==> src/rtl/twin_timer_pkg.sv <==
package twin_timer_pkg;

    localparam int UNITS  = 2;
    localparam int BYTE_W = 8;
    localparam int CNT_W  = 2 * BYTE_W;
    localparam int LOW13  = 5;

    localparam logic [BYTE_W-1:0] ADDR_FLAGS = 8'h88;
    localparam logic [BYTE_W-1:0] ADDR_MODE  = 8'h89;
    localparam logic [BYTE_W-1:0] ADDR_LO0   = 8'h8A;
    localparam logic [BYTE_W-1:0] ADDR_HI0   = 8'h8C;

    typedef enum logic [1:0] {
        TM_13B    = 2'b00,
        TM_16B    = 2'b01,
        TM_RELOAD = 2'b10,
        TM_SPLIT  = 2'b11
    } tmode_e;

    typedef struct packed {
        logic   gate;
        logic   ext_sel;
        tmode_e mode;
    } unit_cfg_t;

    typedef struct packed {
        logic [BYTE_W-1:0] hi;
        logic [BYTE_W-1:0] lo;
    } count_t;

    typedef struct packed {
        count_t cnt;
        logic   wrap;
    } step_t;

    function automatic unit_cfg_t cfg_of(input logic [BYTE_W-1:0] m, input int unit);
        return (unit == 0) ? unit_cfg_t'(m[7:4]) : unit_cfg_t'(m[3:0]);
    endfunction

    function automatic logic [BYTE_W:0] step8(input logic [BYTE_W-1:0] v);
        return {1'b0, v} + {{BYTE_W{1'b0}}, 1'b1};
    endfunction

    function automatic step_t advance(input count_t c, input tmode_e m);
        step_t                   r;
        logic [BYTE_W+LOW13:0]   s13;
        logic [CNT_W:0]          s16;
        logic [BYTE_W:0]         s8;
        r   = '{cnt: c, wrap: 1'b0};
        s13 = '0;
        s16 = '0;
        s8  = '0;
        case (m)
            TM_13B: begin
                s13 = {1'b0, c.hi, c.lo[LOW13-1:0]} + 14'd1;
                r.cnt.hi             = s13[BYTE_W+LOW13-1:LOW13];
                r.cnt.lo[LOW13-1:0]  = s13[LOW13-1:0];
                r.wrap               = s13[BYTE_W+LOW13];
            end
            TM_16B: begin
                s16 = {1'b0, c} + 17'd1;
                r.cnt  = s16[CNT_W-1:0];
                r.wrap = s16[CNT_W];
            end
            TM_RELOAD: begin
                s8 = step8(c.lo);
                r.cnt.lo = s8[BYTE_W] ? c.hi : s8[BYTE_W-1:0];
                r.wrap   = s8[BYTE_W];
            end
            default: begin
                s8 = step8(c.lo);
                r.cnt.lo = s8[BYTE_W-1:0];
                r.wrap   = s8[BYTE_W];
            end
        endcase
        return r;
    endfunction

endpackage

==> src/rtl/tc_event.sv <==
module tc_event
    import twin_timer_pkg::*;
(
    input  logic      clk,
    input  logic      rst,
    input  logic      tick_i,
    input  logic      run_i,
    input  logic      pin_i,
    input  logic      gate_pin_i,
    input  unit_cfg_t cfg_i,
    output logic      inc_o
);
    logic prev_q;
    logic fall;
    logic allowed;

    always_ff @(posedge clk) begin
        if (rst) begin
            prev_q <= 1'b0;
        end else if (tick_i) begin
            prev_q <= pin_i;
        end
    end

    always_comb begin
        fall    = tick_i & prev_q & ~pin_i;
        allowed = run_i & (~cfg_i.gate | gate_pin_i);
        inc_o   = allowed & (cfg_i.ext_sel ? fall : tick_i);
    end
endmodule

==> src/rtl/tc_core.sv <==
module tc_core
    import twin_timer_pkg::*;
#(
    parameter bit CAN_SPLIT = 1'b0
) (
    input  logic              clk,
    input  logic              rst,
    input  logic              inc_i,
    input  logic              inc_hi_i,
    input  unit_cfg_t         cfg_i,
    input  logic              wr_lo_i,
    input  logic              wr_hi_i,
    input  logic [BYTE_W-1:0] wdata_i,
    output count_t            cnt_o,
    output logic              wrap_o,
    output logic              wrap_hi_o
);
    count_t          cnt_q;
    count_t          nxt;
    step_t           st;
    logic [BYTE_W:0] hi_s;

    always_comb begin
        nxt       = cnt_q;
        wrap_o    = 1'b0;
        wrap_hi_o = 1'b0;
        st        = advance(cnt_q, cfg_i.mode);
        hi_s      = step8(cnt_q.hi);
        if (cfg_i.mode == TM_SPLIT) begin
            if (CAN_SPLIT) begin
                if (inc_i) begin
                    nxt.lo = st.cnt.lo;
                    wrap_o = st.wrap;
                end
                if (inc_hi_i) begin
                    nxt.hi    = hi_s[BYTE_W-1:0];
                    wrap_hi_o = hi_s[BYTE_W];
                end
            end
        end else if (inc_i) begin
            nxt    = st.cnt;
            wrap_o = st.wrap;
        end
        if (wr_lo_i || wr_hi_i) begin
            nxt       = cnt_q;
            wrap_o    = 1'b0;
            wrap_hi_o = 1'b0;
            if (wr_lo_i) nxt.lo = wdata_i;
            if (wr_hi_i) nxt.hi = wdata_i;
        end
    end

    always_ff @(posedge clk) begin
        if (rst) begin
            cnt_q <= '0;
        end else begin
            cnt_q <= nxt;
        end
    end

    assign cnt_o = cnt_q;
endmodule

==> src/rtl/twin_timer.sv <==
module twin_timer
    import twin_timer_pkg::*;
(
    input  logic              clk,
    input  logic              rst,
    input  logic              tick_i,
    input  logic [UNITS-1:0]  run_i,
    input  logic [UNITS-1:0]  cnt_pin_i,
    input  logic [UNITS-1:0]  gate_pin_i,
    input  logic [BYTE_W-1:0] bus_addr_i,
    input  logic              bus_we_i,
    input  logic [BYTE_W-1:0] bus_wdata_i,
    output logic [BYTE_W-1:0] bus_rdata_o,
    output logic [UNITS-1:0]  ovf_o
);
    logic [BYTE_W-1:0] mode_q;
    logic [UNITS-1:0]  flags_q;
    logic [UNITS-1:0]  inc_w;
    logic [UNITS-1:0]  wrap_w;
    logic [UNITS-1:0]  wrap_hi_w;
    logic [UNITS-1:0]  set_flag;
    logic [UNITS-1:0]  clr_flag;
    logic              split0;
    count_t            cnt_w [UNITS];

    for (genvar u = 0; u < UNITS; u++) begin : g_unit
        unit_cfg_t cfg;
        logic      wr_lo;
        logic      wr_hi;
        logic      inc_hi;

        assign cfg    = cfg_of(mode_q, u);
        assign wr_lo  = bus_we_i && (bus_addr_i == ADDR_LO0 + BYTE_W'(u));
        assign wr_hi  = bus_we_i && (bus_addr_i == ADDR_HI0 + BYTE_W'(u));
        assign inc_hi = (u == 0) ? (tick_i & run_i[UNITS-1]) : 1'b0;

        tc_event u_evt (
            .clk        (clk),
            .rst        (rst),
            .tick_i     (tick_i),
            .run_i      (run_i[u]),
            .pin_i      (cnt_pin_i[u]),
            .gate_pin_i (gate_pin_i[u]),
            .cfg_i      (cfg),
            .inc_o      (inc_w[u])
        );

        tc_core #(.CAN_SPLIT(u == 0)) u_core (
            .clk       (clk),
            .rst       (rst),
            .inc_i     (inc_w[u]),
            .inc_hi_i  (inc_hi),
            .cfg_i     (cfg),
            .wr_lo_i   (wr_lo),
            .wr_hi_i   (wr_hi),
            .wdata_i   (bus_wdata_i),
            .cnt_o     (cnt_w[u]),
            .wrap_o    (wrap_w[u]),
            .wrap_hi_o (wrap_hi_w[u])
        );
    end

    always_comb begin
        split0      = (cfg_of(mode_q, 0).mode == TM_SPLIT);
        set_flag[0] = wrap_w[0];
        set_flag[1] = wrap_hi_w[0] | wrap_hi_w[1] | (wrap_w[1] & ~split0);
        clr_flag    = (bus_we_i && bus_addr_i == ADDR_FLAGS) ?
                      bus_wdata_i[UNITS-1:0] : '0;
    end

    always_ff @(posedge clk) begin
        if (rst) begin
            mode_q  <= '0;
            flags_q <= '0;
        end else begin
            if (bus_we_i && bus_addr_i == ADDR_MODE) mode_q <= bus_wdata_i;
            flags_q <= (flags_q & ~clr_flag) | set_flag;
        end
    end

    always_comb begin
        case (bus_addr_i)
            ADDR_FLAGS:     bus_rdata_o = {{(BYTE_W-UNITS){1'b0}}, flags_q};
            ADDR_MODE:      bus_rdata_o = mode_q;
            ADDR_LO0:       bus_rdata_o = cnt_w[0].lo;
            ADDR_LO0 + 8'd1: bus_rdata_o = cnt_w[1].lo;
            ADDR_HI0:       bus_rdata_o = cnt_w[0].hi;
            ADDR_HI0 + 8'd1: bus_rdata_o = cnt_w[1].hi;
            default:        bus_rdata_o = '0;
        endcase
    end

    assign ovf_o = flags_q;
endmodule

==> config.mk <==
export PLATFORM = sky130hd
export DESIGN_NAME = twin_timer
export DESIGN_NICKNAME = d
export VERILOG_FILES = /design/src/rtl/twin_timer_pkg.sv /design/src/rtl/tc_event.sv /design/src/rtl/tc_core.sv /design/src/rtl/twin_timer.sv
export SDC_FILE = /design/constraint.sdc
export NUM_CORES = 1
export LEC_CHECK = 0
export BUFFER_PORTS_ARGS = -buffer_cell sky130_fd_sc_hd__buf_2
export CAP_MARGIN = 20
export CORE_ASPECT_RATIO = 0.75
export CORE_UTILIZATION = 63
export CTS_CLUSTER_SIZE = 20
export DETAILED_ROUTE_END_ITERATION = 10
export GPL_TIMING_DRIVEN = 1
export HOLD_SLACK_MARGIN = 0.02
export PLACE_DENSITY = 0.84
export SYNTH_ARGS = -nofsm -noshare
export SYNTH_HDL_FRONTEND = slang
export SYNTH_SLANG_ARGS = --single-unit
export TNS_END_PERCENT = 1
==> constraint.sdc <==
create_clock -name clk -period 3.8 [get_ports clk]
set_input_delay 0 -clock clk [delete_from_list [all_inputs] [get_ports clk]]
set_output_delay 0 -clock clk [all_outputs]
set_load 0.05 [all_outputs]
# == After elaboration in Yosys (flattened, before gate mapping) ==
# Index checks and enable logic that the tools add are counted.
# word_totals
register_bits,44
latch_bits,0
mem_bits_rw,0
romBits,0
inputBits,26
out_inout_bits,10
word_cells,108
n_memories,0
# op_classes
n_addsub,7
mul,0
div_mod_pow,0
magnitude_cmp,0
n_eq_ne,19
n_shift,0
muxes,32
n_bitwise,21
reduce_logical,20
# ops
cell,n
two-way mux 16 bit,6
two-way mux 8 bit,8
equality test 8 bit (second input constant),6
case mux 8 bit (6 select lines),1
case mux 6 bit (3 select lines),2
adder 16 x 1 -> 17 bit (second input constant),2
case mux 8 bit (2 select lines),2
adder 13 x 1 -> 14 bit (second input constant),2
adder 8 x 1 -> 9 bit (second input constant),3
case mux 3 bit (3 select lines),2
AND reduction 4 bit,3
bitwise AND 1 bit,10
two-way mux 1 bit,10
!= test 2 x 1 -> 1 bit (second input constant),5
equality test 2 bit (second input constant),4
logical AND 1 bit,6
nonzero test 3 bit,2
NOT 1 bit,5
equality test 2 x 1 -> 1 bit (second input constant),2
zero test 2 bit,2
nonzero test 2 bit,2
nonzero test 4 bit,1
!= test 3 x 1 -> 1 bit (second input constant),1
OR 1 bit,3
8 further kinds,9

# == Logic depth before layout (Yosys ltp) ==
# Gate-level depths: netlist of run 1.
# depth
word_depth,10
depth_mapped,9
ltp_nobuf,8

# == Hierarchy ==
# From an unflattened synthesis of run 1, not the netlist that was laid out.
# unflattened
hier_cells,463
hier_area_um2,3651.0
# by_module_without_submodules
mod,n_inst,cells_per_inst,area_per_inst_um2,seq_area_each_um2
tc_core (g_unit[0].u_core),1,182,1423.9,320.3
tc_core (g_unit[1].u_core),1,178,1295.0,320.3
twin_timer,1,89,807.0,200.2
tc_event,2,7,62.6,20.0

# == Worst setup path before layout of run 1 ==
# No wires, ideal clock.
# synth_timing
path_type,register to register
start,reg mode_q[1]
end,reg g_unit[1].u_core.cnt_q (netlist bit g_unit[1].u_core.cnt_o[11])
setup_time_ps,71
arrival_time_ps,1982
required_ps,3729
path_slack_ps,1747
path_stages_with_launch,10
path_buffers,1
synth_period_minus_slack_ps,2053
cell_sequence,dfxtp_1 inv_1 ha_1 clkbuf_1 nand4_1 o32ai_1 nand2_1 or3_1 a21o_1 a21oi_1
# synth_via
elab_chain_len,5
word_cells_on_any_way,10
classes_between,eq/ne: 3; mux: 4; reduce/logical: 3
# synth_rtl
element,line_no,source
start: declaration,twin_timer.sv:16,logic [BYTE_W-1:0] mode_q;
start signal: assignment,twin_timer.sv:76,if (bus_we_i && bus_addr_i == ADDR_MODE) mode_q <= bus_wdata_i;
equality test 2 x 1 -> 1 bit or zero test 2 bit (tied branches),twin_timer_pkg.sv:53,case (m)
case mux 8 bit (2 select lines),twin_timer_pkg.sv:53,
two-way mux 16 bit,tc_core.sv:40,end else if (inc_i) begin
two-way mux 16 bit,tc_core.sv:29,if (cfg_i.mode == TM_SPLIT) begin
two-way mux 16 bit,tc_core.sv:44,if (wr_lo_i || wr_hi_i) begin
end signal: assignment,tc_core.sv:57,cnt_q <= nxt;
end: declaration,tc_core.sv:18,count_t cnt_q;
# Several ways; a longest one is shown, not always the timed one. The select of a mux whose other input is x is not followed.
# A chain may end at the register's enable or synchronous reset.

# == Worst setup path after layout of run 1 ==
# layout_timing
start,reg mode_q[4]
end,reg g_unit[0].u_core.cnt_q (netlist bit g_unit[0].u_core.cnt_o[9])
# layout_via
elab_chain_len,5
word_cells_on_any_way,11
classes_between,eq/ne: 3; mux: 4; reduce/logical: 4
# layout_rtl
element,line_no
equality test 2 x 1 -> 1 bit or zero test 2 bit (tied branches),twin_timer_pkg.sv:53
case mux 8 bit (2 select lines),twin_timer_pkg.sv:53
two-way mux 16 bit,tc_core.sv:40
two-way mux 16 bit,tc_core.sv:29
two-way mux 16 bit,tc_core.sv:44
end signal: assignment,tc_core.sv:57
end: declaration,tc_core.sv:18
# Several ways; a longest one is shown, not always the timed one. The select of a mux whose other input is x is not followed.

==> results of run 1 <==
==> power breakdown <==
part	internal (mW)	total [mW]	switching (mW)
logic	0.0331	0.101	0.0680
clock network	0.232	0.411	0.178
registers	0.466	0.473	0.00730
total	0.731	0.985	0.253
==> logic make-up after synthesis <==
group | Yosys count | synth area share [%]
multiplexers | 5 | 1.50
AO/OA/AOI/OAI | 168 | 33.6
flip-flops | 44 | 25.2
buffers and inverters | 42 | 5.14
XOR/XNOR | 11 | 2.75
adder cells (fa/ha/maj) | 11 | 3.93
AND/OR/NAND/NOR | 189 | 27.9
==> Yosys cell counts, drive strengths merged (4+ instances only) <==
library cell  number
dfxtp             44
xor2               6
xnor2              5
nor4               5
ha                11
a31oi              4
nand2b             6
o22ai              6
a22oi             10
a221oi             6
nand3             28
nand2             62
nand4             11
a211oi             7
o32ai              8
nor2              36
clkbuf            18
nor3              15
inv               15
a222oi             7
o21ai             36
a21o               4
a21oi             45
buf                9
and3               6
==> state kept, by name, summed over array words and instances (netlist names) <==
register and count:
g_unit.u_core.cnt_o 32, g_unit.u_evt.prev_q 2, mode_q 8, ovf_o 2
==> worst register-to-register path, delay by kind of cell (launching register included) <==
family          cells  cell delay, ps
compound gates      5            1750
flops               1             370
fa+ha+maj           1             370
simple gates        1              60
==> layer usage <==
layer | vias up | wire length, µm | track usage, %
li1 | 1829 | - | -
met1 | 1834 | 4800 | 58.2
met2 | 361 | 4760 | 57.8
met3 | 60 | 1700 | 7.68
met4 | 0 | 442 | 17.1
met5 | - | 0 | 0
==> cell type report <==
type,count,area (µm²),share of cell area [%]
clock inverter,1,30.0,0.785
inverter,15,56.3,1.47
clock buffer,7,96.3,2.52
sequential,44,881,23.0
multi-input combinational,384,2440,63.8
timing repair buffer,41,228,5.95
tap,75,93.8,2.45
==> metrics by stage <==
step	util [%]	setup slack (ps)	area [µm²]
after floorplan	-	1750	3500
after global placement	68.6	1320	3670
after detailed placement	68.6	1240	3670
after CTS	71.5	1220	3830
after global routing	71.5	988	3830
final	71.5	1110	3830
==> worst min-delay path by stage <==
| stage | start | end |
|---|---|---|
| floorplan | cnt_pin_i[0] | g_unit[0].u_evt.prev_q |
| global placement | cnt_pin_i[1] | g_unit[1].u_evt.prev_q |
| detailed placement | cnt_pin_i[0] | g_unit[0].u_evt.prev_q |
| CTS | bus_wdata_i[2] | mode_q[2] |
| global route | bus_wdata_i[0] | mode_q[0] |
| finish | bus_wdata_i[2] | mode_q[2] |
==> repair_timing <==
item                                    in CTS  in global routing
hold buffers                                 3                  0
hold endpoints to repair                     3                  0
gates resized for setup                      0                  0
endpoints found under the setup margin       0                  0
==> summary.md, run 1 <==
| Metric | Value |
|---|---|
| CP startpoint | mode_q[4] |
| Min-delay worst type | in -> reg |
| Leading cell type in the layout, fill and taps excluded | nand2_1 |
| # fillers | approximately 460 |
| Syn Std Cell Area | approximately 0.0035 mm² |
| Yosys warning count | 0 |
| Syn nets | just over 500 |
| Cell variety after synth | 71 |
| Reg clk slew, reported paths | 90 ps |
| Die width | approximately 88 µm |
| Status | finished, final reports clean |
| Hold Vio Cnt, Final | 0 |
| Final ANT Viol Nets | 0 |
| Async set or reset register ratio after synthesis | 0% |
| CP max FO | 12 |
| Most frequent cells in the layout | 61 x nand2_1, 44 x dfxtp_1, 43 x a21oi_1, 36 x nor2_1, 35 x buf_2 |
| Lkg Pwr | 1.30 nW |
| Top delay family on crit path | compound AO/OA/AOI/OAI gates |
| Die Height | between 60 and 70 µm |
| RD Place Congestion | between 1 and 1.5 |
| Cell accounting for the most synthesized area | dfxtp_1 |
| Die ar. | 0.00586 mm² |
| Initial antenna violation count | 0 |
| Worst Setup Path Type | reg -> reg |
| Flop2flop setup slack | 1110 ps |
| Top cell by count, worst path | a21boi_0 |
| Unrepaired setup endpoints after global routing | false |
| Final setup fails | 0 |
| Share of cells above drive strength 1 | 12.6% |
| Max Freq | 372 MHz |
| WP data arrival | 2860 ps |
| Crit. End Element | register |
| Largest net degree at the start of global routing | 36 |
| Critical path launch point type | register |
| WL final | 11700 µm |
| Hold depth | 3 |
| Crit path cell chain | ha_1, a21boi_0, a21boi_0, a221oi_1, o21ai_1, a211oi_1, nor3_2 |
| Syn Inst Count | between 400 and 500 |
| Worst r2r src | mode_q[4] |
| Layout Nets | 528 |
| Drt first pass iters | 8 |
| Cell Pwr Density | 257 mW/mm² |
| TritonCTS Buffers | 5 |
| #FFs+latches synth | between 40 and 50 |
| CTS tree | done |
| Max Slew Vio Count | 0 |
| First-pass GRT wire length | 17600 µm |
| Antenna cells | 0 |
| Row count | 23 |
| Synth top area share | 25.2% |
| Critical R2R Capture | g_unit[0].u_core.cnt_o[9] |
| Setup TNS | 0 ps |
| Skew final | 4.55 ps |
| Worst EP required | between 3000 and 4000 ps |
| Non-filler cells, final | about 570 |
| Max-Cap Viols | 0 |
| Clk Latency, worst-skew pair | 300 ps |
| Layout area overhead | 9.25% |
| Dominant synthesized flop cell | dfxtp_1 |
| Crit path capture | g_unit[0].u_core.cnt_o[9] |
| Initial DRC Count | 771 |
| Clock buffer depth | 2 |
| CTS Root Buffer Type | clkbuf_8 |
| Headroom to the max-slew limit | 45.9% |
| Residual DRC | 0 |
| Drt via density | 7.20 |
| I/O pin total | 36 |
| Initial Utilization | 65.4% |
| Design Power | 0.985 mW |
| Synth Area per Inst | 7.45 µm² |
| Worst path slowest cell | a221oi_1 |
| Drt wl/cell | 20.6 µm |
| TritonCTS Sinks | 44 |
| Path depth of the worst reg2reg path | 7 |
| Slew @ Worst Pin | about 800 ps |
| Crit path buffers/inverters | 0 |
| Post-DP HPWL | 8320 µm |
| Routed vias | 4084 |
| Max incr delay on CP | 530 ps |
| Post-CTS setup buffers | 0 |
| Number of global-route vias before repair | 3456 |
| Core Box Area | 0.00535 mm² |
| Gr usage total | 40.3% |
| VDD IR max | about 0.15 mV |
| Hold_ws | 21.8 ps |
| Post-synth EDFFs | 0 |
| Placed insts | ~560 |
| Critical path depth | 7 |
| Sequential area share after synthesis | 25.2% |
| Gr ovfl total | 0 |
| Port buffer count | 35 |
| Crit path time final | 2690 ps |
| Fin crit share | 70.7% |
| Top cells by area, synth | dfxtp_1 25%, nand2_1 6.5%, a21oi_1 6.1%, nand3_1 4.0%, ha_1 3.9% |
| CTS H-tree lvls | 2 |
Note: power is estimated with default switching activity, not from simulation.
==> run 2, diff against run 1 <==
ABC_AREA = 1   (was not set)
CORE_UTILIZATION = 61   (was 63)
PLACE_DENSITY = 0.82   (was 0.84)
clock period = 2.6 ns   (was 3.8 ns; I/O delays follow)
==> run 2 against run 1 <==
Critical path depth up 2. Global-route usage up 0.30 points. Final area up 9.4%. Synthesized area up 9.5%. Hold slack better by 15 ps. Largest power group unchanged.
==> summary.md, run 2 <==
| Metric | Value |
|---|---|
| Headroom to the max-slew limit | 63.4% (was 45.9%) |
| Layout Nets | 743 (was 528) |
| Drt first pass iters | 6 (was 8) |
| Wl on met1 | 5430 µm (was 4800 µm) |
| Hold_ws | 37.2 ps (was 21.8 ps) |
| Met2 wire len | 5160 µm (was 4760 µm) |
| Residual DRC | 0 (unchanged) |
| Compound-gate portion of the synthesized area | 16.5% (was 33.6%) |
| Antenna cells | 0 (unchanged) |
| Post-synth EDFFs | 0 (unchanged) |
| Max-Cap Viols | 0 (unchanged) |
| Synth Area in Simple Gates | 44.2% (was 27.9%) |
| Initial Utilization | 64.5% (was 65.4%) |
| Cell variety after synth | 32 (was 71) |
| Async set or reset register ratio after synthesis | 0% (unchanged) |
| Largest net degree at the start of global routing | 26 (was 36) |
| Sw frac | 32.4% (was 25.7%) |
| Critical R2R Capture | g_unit[1].u_core.cnt_o[11] (was g_unit[0].u_core.cnt_o[9]) |
| Post-Synth XOR/XNOR Area | 1.37% (was 2.75%) |
| Worst Setup Path Type | reg -> reg (unchanged) |
| Hold path startpoint | bus_wdata_i[3] (was bus_wdata_i[2]) |
| Largest family of logic cells by synthesized area | simple AND/OR/NAND/NOR gates (was compound AO/OA/AOI/OAI gates) |
| I/O pin total | 36 (unchanged) |
| Post-DP HPWL | 9930 µm (was 8320 µm) |
| Seq pwr share | 51.7% (was 48.0%) |
| Layout area overhead | 9.17% (was 9.25%) |
| Path depth of the worst reg2reg path | 9 (was 7) |
| Critical path launch point type | register (unchanged) |
| Psw | 0.468 mW (was 0.253 mW) |
| Crit path time final | 2100 ps (was 2690 ps) |
| Adder-cell share of the synthesized area | 3.59% (was 3.93%) |
| Reg clk slew, reported paths | 80 ps (was 90 ps) |
| Flop2flop setup slack | 500 ps (was 1110 ps) |
| TritonCTS Buffers | 5 (unchanged) |
| Top cells by area, synth | dfxtp_1 23%, nand2_1 19%, nor2_1 9.5%, inv_1 8.9%, a21oi_1 6.5% (was dfxtp_1 25%, nand2_1 6.5%, a21oi_1 6.1%, nand3_1 4.0%, ha_1 3.9%) |
| Yosys warning count | 0 (unchanged) |
| Max Slew Vio Count | 0 (unchanged) |
| Share of cells above drive strength 1 | 10.2% (was 12.6%) |
| Routed vias | 4707 (was 4084) |
| Worst EP required | 2830 ps (was 3970 ps) |
| Final setup fails | 0 (unchanged) |
| Final ANT Viol Nets | 0 (unchanged) |
| Cell accounting for the most synthesized area | dfxtp_1 (unchanged) |
| Drt wl/cell | 16.6 µm (was 20.6 µm) |
| VDD IR max | 0.282 mV (was 0.149 mV) |
| Top sig layer | met4 (unchanged) |
| Crit path cell chain | ha_1, inv_1, nor2_2, nand2_1, o21ai_1, nand2_1, o21ai_0, nand3_1, a21oi_1 (was ha_1, a21boi_0, a21boi_0, a221oi_1, o21ai_1, a211oi_1, nor3_2) |
| Die Height | 70.7 µm (was 66.6 µm) |
| Syn Inst Count | 668 (was 470) |
| Leading cell type in the layout, fill and taps excluded | nand2_1 (unchanged) |
| WL final | 13000 µm (was 11700 µm) |
| Clock buffer depth | 2 (unchanged) |
| First-pass GRT wire length | 20600 µm (was 17600 µm) |
| Top delay family on crit path | simple AND/OR/NAND/NOR gates (was compound AO/OA/AOI/OAI gates) |
| Setup TNS | 0 ps (unchanged) |
| Row count | 24 (was 23) |
| Internal power | 0.974 mW (was 0.731 mW) |
| Initial DRC Count | 600 (was 771) |
| Core Box Area | 0.00595 mm² (was 0.00535 mm²) |
| #FFs+latches synth | 44 (unchanged) |
| Synth Area per Inst | 5.74 µm² (was 7.45 µm²) |
| Min-delay worst type | in -> reg (unchanged) |
| Status | finished, final reports clean (unchanged) |
| Fin crit share | 80.6% (was 70.7%) |
| Drt via density | 6.00 (was 7.20) |
| Syn nets | 705 (was 507) |
| Worst path slowest cell | dfxtp_1 (was a221oi_1) |
| Post-CTS sizing | 0 (unchanged) |
| Top cell by count, worst path | nand2_1 (was a21boi_0) |
| Met3 wire len | 2150 µm (was 1700 µm) |
| CTS tree | done (unchanged) |
| Max Freq | 477 MHz (was 372 MHz) |
| CP max FO | 5 (was 12) |
| Cell Pwr Density | 344 mW/mm² (was 257 mW/mm²) |
| Number of global-route vias before repair | 4170 (was 3456) |
| CP startpoint | g_unit[1].u_core.cnt_o[0] (was mode_q[4]) |
| Clk Latency, worst-skew pair | 310 ps (was 300 ps) |
| Gr usage total | 40.6% (was 40.3%) |
| Mux cell area share after synthesis | 0% (was 1.50%) |
| Crit path buffers/inverters | 1 (was 0) |
| Crit. End Element | register (unchanged) |
| Most common cell in the synthesized netlist | nand2_1 (unchanged) |
| CTS H-tree lvls | 2 (unchanged) |
| Post-CTS setup buffers | 0 (unchanged) |
| Worst r2r src | g_unit[1].u_core.cnt_o[0] (was mode_q[4]) |
| Combinational Power Share | 17.6% (was 10.3%) |
| Synth top area share | 23.0% (was 25.2%) |
| Gr ovfl total | 0 (unchanged) |
| Skew final | 14.9 ps (was 4.55 ps) |
| Hold endpoint | mode_q[3] (was mode_q[2]) |
| Dominant synthesized flop cell | dfxtp_1 (unchanged) |
| Clock Power Share | 30.8% (was 41.7%) |
| Sequential area share after synthesis | 23.0% (was 25.2%) |
| Initial antenna violation count | 0 (unchanged) |
| RD Place Congestion | 1.11 (was 1.05) |
| List of most frequent post-synthesis cells | 190 x nand2_1, 97 x nor2_1, 91 x inv_1 (was 61 x nand2_1, 44 x dfxtp_1, 43 x a21oi_1) |
| CTS Root Buffer Type | clkbuf_8 (unchanged) |
| Hold depth | 3 (unchanged) |
| Hold Vio Cnt, Final | 0 (unchanged) |
| Max reg flops | 32 (unchanged) |
| WP data arrival | 2330 ps (was 2860 ps) |
| Slew @ Worst Pin | 549 ps (was 806 ps) |
| Syn Std Cell Area | 0.00383 mm² (was 0.00350 mm²) |
| Port buffer count | 35 (unchanged) |
| Die ar. | 0.00661 mm² (was 0.00586 mm²) |
| Max incr delay on CP | 450 ps (was 530 ps) |
| TritonCTS Sinks | 44 (unchanged) |
| Lkg Pwr | 2.03 nW (was 1.30 nW) |
| Most frequent cells in the layout | 190 x nand2_1, 97 x nor2_1, 91 x inv_1, 50 x a21oi_1, 44 x dfxtp_1 (was 61 x nand2_1, 44 x dfxtp_1, 43 x a21oi_1, 36 x nor2_1, 35 x buf_2) |
| Die width | 93.6 µm (was 88.1 µm) |
| Unrepaired setup endpoints after global routing | false (unchanged) |
[run 2: changes by cell type after synthesis, sizes merged, moves of 7 or more]
cell and change:
a211oi -7, a222oi -7, nand2 +139, o21ai +8, clkbuf -15, nand3 +16
o32ai -8, a21oi +8, inv +78, a22oi -10, nor2 +68
[run 2: repair_timing]
| item | 4_1_cts | 5_1_grt |
|---|---|---|
| setup endpoints to repair | 0 | 0 |
| hold buffers | 7 | 0 |
| endpoints found under the hold margin | 7 | 0 |
[run 2: worst register-to-register path, delay by kind of cell, from the launching register on]
kind	cells	cell delay, ps
AO/OA/AOI/OAI	3	520
adder cells (fa/ha/maj)	1	290
buffers and inverters	1	110
flip-flops	1	450
AND/OR/NAND/NOR	4	640
[run 2: area by class of cell]
type / count / area [µm²]
multi-input cells: 519 / 2520
inverters: 93 / 357
flip-flops and latches: 44 / 881
clock buffers: 6 / 72.6
repair buffers: 43 / 253
well taps: 78 / 97.6
clock inverters: 1 / 5.00
fillers: 555 / 1760
[run 2: through the flow]
stage	power (mW)	cell area (µm²)	util, %	instances	setup slack (ps)
2_1_floorplan	0.914	3830	-	668	1070
3_3_place_gp	0.989	4040	67.9	770	675
3_5_place_dp	0.992	4040	67.9	770	593
4_1_cts	1.42	4190	70.4	784	570
5_1_grt	1.49	4190	70.4	784	358
6_report	1.44	4190	70.4	784	504
[run 2: how the worst max path moves through the flow]
stage	cells past startpoint	endpoint	slack (ps)
after floorplan	9	g_unit[1].u_core.cnt_o[11]	1070
after global placement	9	g_unit[1].u_core.cnt_o[11]	680
after detailed placement	9	g_unit[1].u_core.cnt_o[11]	590
after CTS	9	g_unit[1].u_core.cnt_o[11]	570
after global routing	9	g_unit[1].u_core.cnt_o[11]	360
final	9	g_unit[1].u_core.cnt_o[11]	500
[run 2: logic make-up (layout without fill, tap and decap cells)]
group,after synthesis,in the layout
xor+xnor,6,6
fa+ha+maj,11,11
simple gates,387,387
buf+inv,105,143
compound gates,115,115
flops,44,44
[run 2: power by group through the flow]
| stage | Combinational (mW) | Sequential [mW] | Clock [mW] |
|---|---|---|---|
| after floorplan | 0.170 | 0.744 | 0 |
| after global placement | 0.231 | 0.758 | 0 |
| after detailed placement | 0.233 | 0.758 | 0 |
| after CTS | 0.243 | 0.743 | 0.436 |
| after global routing | 0.283 | 0.749 | 0.459 |
| final | 0.253 | 0.745 | 0.443 |
[run 2: per-layer routing]
layer,vias up,track usage [%]
met4,0,9.40
met2,367,59.0
met1,2075,56.6
met5,-,0
li1,2231,-
met3,34,15.6
==> run 3, diff against run 2 <==
clock period = 2.2 ns   (was 2.6 ns; I/O delays follow)
==> run 3 against run 2 <==
Register-to-register slack worse by 310 ps. Clock power is 23% higher. Fmax is 4.3% higher. Flip-flop and latch count unchanged. Wire length shrank 2.8%. Core utilization up 0.46 points. Power up 20%. Non-clock buffer count increased by 2. Sequential power increased by 18%. Hold slack lost 12 ps. Critical path depth up 3. Largest cell class unchanged. Highest routed layer unchanged.
==> summary.md, run 3 (same netlist as run 2, synthesis figures left out) <==
| Metric | Value |
|---|---|
| CTS tree | done (unchanged) |
| Reg clk slew, reported paths | 80 ps (about the same) |
| Initial DRC Count | 644 (was 600) |
| Critical path launch point type | register (unchanged) |
| Lkg Pwr | 2.04 nW (was 2.03 nW) |
| Gr ovfl total | 0 (unchanged) |
| Non-filler cells, final | 787 (was 784) |
| Crit path buffers/inverters | 1 (unchanged) |
| CTS H-tree lvls | 2 (unchanged) |
| Min-delay worst type | in -> reg (unchanged) |
| Max Freq | 498 MHz (was 477 MHz) |
| Layout area overhead | 9.89% (was 9.17%) |
| Final ANT Viol Nets | 0 (unchanged) |
| Largest net degree at the start of global routing | 43 (was 26) |
| Cell Pwr Density | 411 mW/mm² (was 344 mW/mm²) |
| Antenna cells | 0 (unchanged) |
| Die Height | 70.7 µm (unchanged) |
| Die ar. | 0.00661 mm² (unchanged) |
| Row count | 24 (unchanged) |
| Drt via density | 5.97 (was 6.00) |
| Crit path cell chain | ha_1, inv_1, nor2_2, nand2_1, nand2_1, nand3_1, nand3_1, nand2_1, nand2_1, nand2_1, nor2_1, nor2_1 (was ha_1, inv_1, nor2_2, nand2_1, o21ai_1, nand2_1, o21ai_0, nand3_1, a21oi_1) |
| Worst EP required | 2410 ps (was 2830 ps) |
| Leading cell type in the layout, fill and taps excluded | nand2_1 (unchanged) |
| Drt first pass iters | 6 (unchanged) |
| Final setup fails | 0 (unchanged) |
| Port buffer count | 35 (unchanged) |
| Top cell by count, worst path | nand2_1 (unchanged) |
| Drt wl/cell | 16.0 µm (was 16.6 µm) |
| Number of global-route vias before repair | 4128 (was 4170) |
| TritonCTS Buffers | 5 (unchanged) |
| TritonCTS Sinks | 44 (unchanged) |
| Core Box Area | 0.00595 mm² (unchanged) |
| Layout Nets | 745 (was 743) |
| Fin crit share | 91.3% (was 80.6%) |
| Status | finished, final reports clean (unchanged) |
| RD Place Congestion | 1.03 (was 1.11) |
| I/O pin total | 36 (unchanged) |
| VDD IR max | 0.280 mV (was 0.282 mV) |
| Most frequent cells in the layout | 190 x nand2_1, 97 x nor2_1, 91 x inv_1, 50 x a21oi_1, 44 x dfxtp_1 (unchanged) |
| Top delay family on crit path | simple AND/OR/NAND/NOR gates (unchanged) |
| Worst Setup Path Type | reg -> reg (unchanged) |
| Initial Utilization | 64.5% (unchanged) |
| Share of cells above drive strength 1 | 10.4% (was 10.2%) |
| Clock buffer depth | 2 (unchanged) |
| First-pass GRT wire length | 20800 µm (was 20600 µm) |
| Area of the multi-input gates | 0.00252 mm² (unchanged) |
| Unrepaired setup endpoints after global routing | false (unchanged) |
| Setup TNS | 0 ps (unchanged) |
| Max incr delay on CP | 460 ps (was 450 ps) |
| Max Slew Vio Count | 0 (unchanged) |
| # fillers | 525 (was 555) |
| Hold Vio Cnt, Final | 0 (unchanged) |
| Clk Latency, worst-skew pair | 300 ps (was 310 ps) |
| Post-DP HPWL | 9680 µm (was 9930 µm) |
| Routed vias | 4696 (was 4707) |
| Die width | 93.6 µm (unchanged) |
| Seq. cell area | 881 µm² (unchanged) |
| Gr usage total | 40.5% (was 40.6%) |
| Worst path slowest cell | dfxtp_1 (unchanged) |
| Crit path time final | 2010 ps (was 2100 ps) |
| CTS Root Buffer Type | clkbuf_8 (unchanged) |
| Max reg flops | 32 (unchanged) |
| Placed insts | 772 (was 770) |
| Max-Cap Viols | 0 (unchanged) |
| Skew final | 5.22 ps (was 14.9 ps) |
| Residual DRC | 0 (unchanged) |
| Slew @ Worst Pin | 442 ps (was 549 ps) |
| Crit. End Element | register (unchanged) |
| Initial antenna violation count | 0 (unchanged) |
| CP max FO | 5 (unchanged) |
| Headroom to the max-slew limit | 70.6% (was 63.4%) |
| WL final | 12600 µm (was 13000 µm) |
| WP data arrival | 2210 ps (was 2330 ps) |
| Post-CTS sizing | 0 (unchanged) |
## run 3: cell count changes in the layout (fill, tap and decap cells not counted), sizes merged
cell | previous run | this run
clkbuf | 6 | 8
buf | 36 | 38
clkinv | 1 | 0
## run 3: layout make-up
cell class,count,share of cell area [%]
Clock buffer,8,2.14
Tap cell,78,2.32
Inverter,93,8.46
Timing Repair Buffer,45,6.35
Sequential cell,44,20.9
Multi-Input combinational cell,519,59.8
## run 3: where the power goes
group	leakage [nW]	total (mW)	internal [mW]	switching, mW
Sequential	0.359	0.878	0.832	0.0464
Clock	0.0455	0.547	0.257	0.290
Combinational	1.64	0.304	0.105	0.199
Total	2.04	1.73	1.19	0.536
## run 3: metrics by stage
stage	instance area [µm²]	total power, mW	hold WS [ps]	setup WS (ps)	utilization [%]
finish	4210	1.73	24.9	191	70.9
global placement	4050	1.17	196	313	68.2
detailed placement	4050	1.18	209	299	68.2
floorplan	3830	1.08	69.1	667	-
CTS	4210	1.72	24.6	280	70.9
global route	4210	1.80	42.0	37.2	70.9
## run 3: routing by layer
metal / vias to the layer above / part of all wire, % / GRT usage [%]
li1: 2239 / - / -
met1: 2066 / 44 / 62.0
met2: 360 / 38 / 56.5
met3: 31 / 16 / 9.14
met4: 0 / 2.1 / 9.91
met5: - / 0 / 0
## run 3: repair_timing
action / 4_1_cts / 5_1_grt
setup endpoints to repair: 0 / 0
hold endpoints to repair: 7 / 0
hold buffers: 7 / 0
buffers inserted: 0 / 0
## run 3: path summary, 6_finish.rpt
| check | cells after the start | to | startpoint | slack [ps] |
|---|---|---|---|---|
| hold reg to reg | 2 | mode_q[2] | mode_q[2] | 500 |
| hold / removal | 3 | mode_q[3] | bus_wdata_i[3] | 20 |
| setup / recovery | 12 | g_unit[1].u_core.cnt_o[6] | g_unit[1].u_core.cnt_o[0] | 190 |
| setup reg to reg | 12 | g_unit[1].u_core.cnt_o[6] | g_unit[1].u_core.cnt_o[0] | 190 |
## run 3: tightest hold or removal path: stages
cell     delay (ps)
buf_2            90
o21ai_0          90
a21oi_1         110
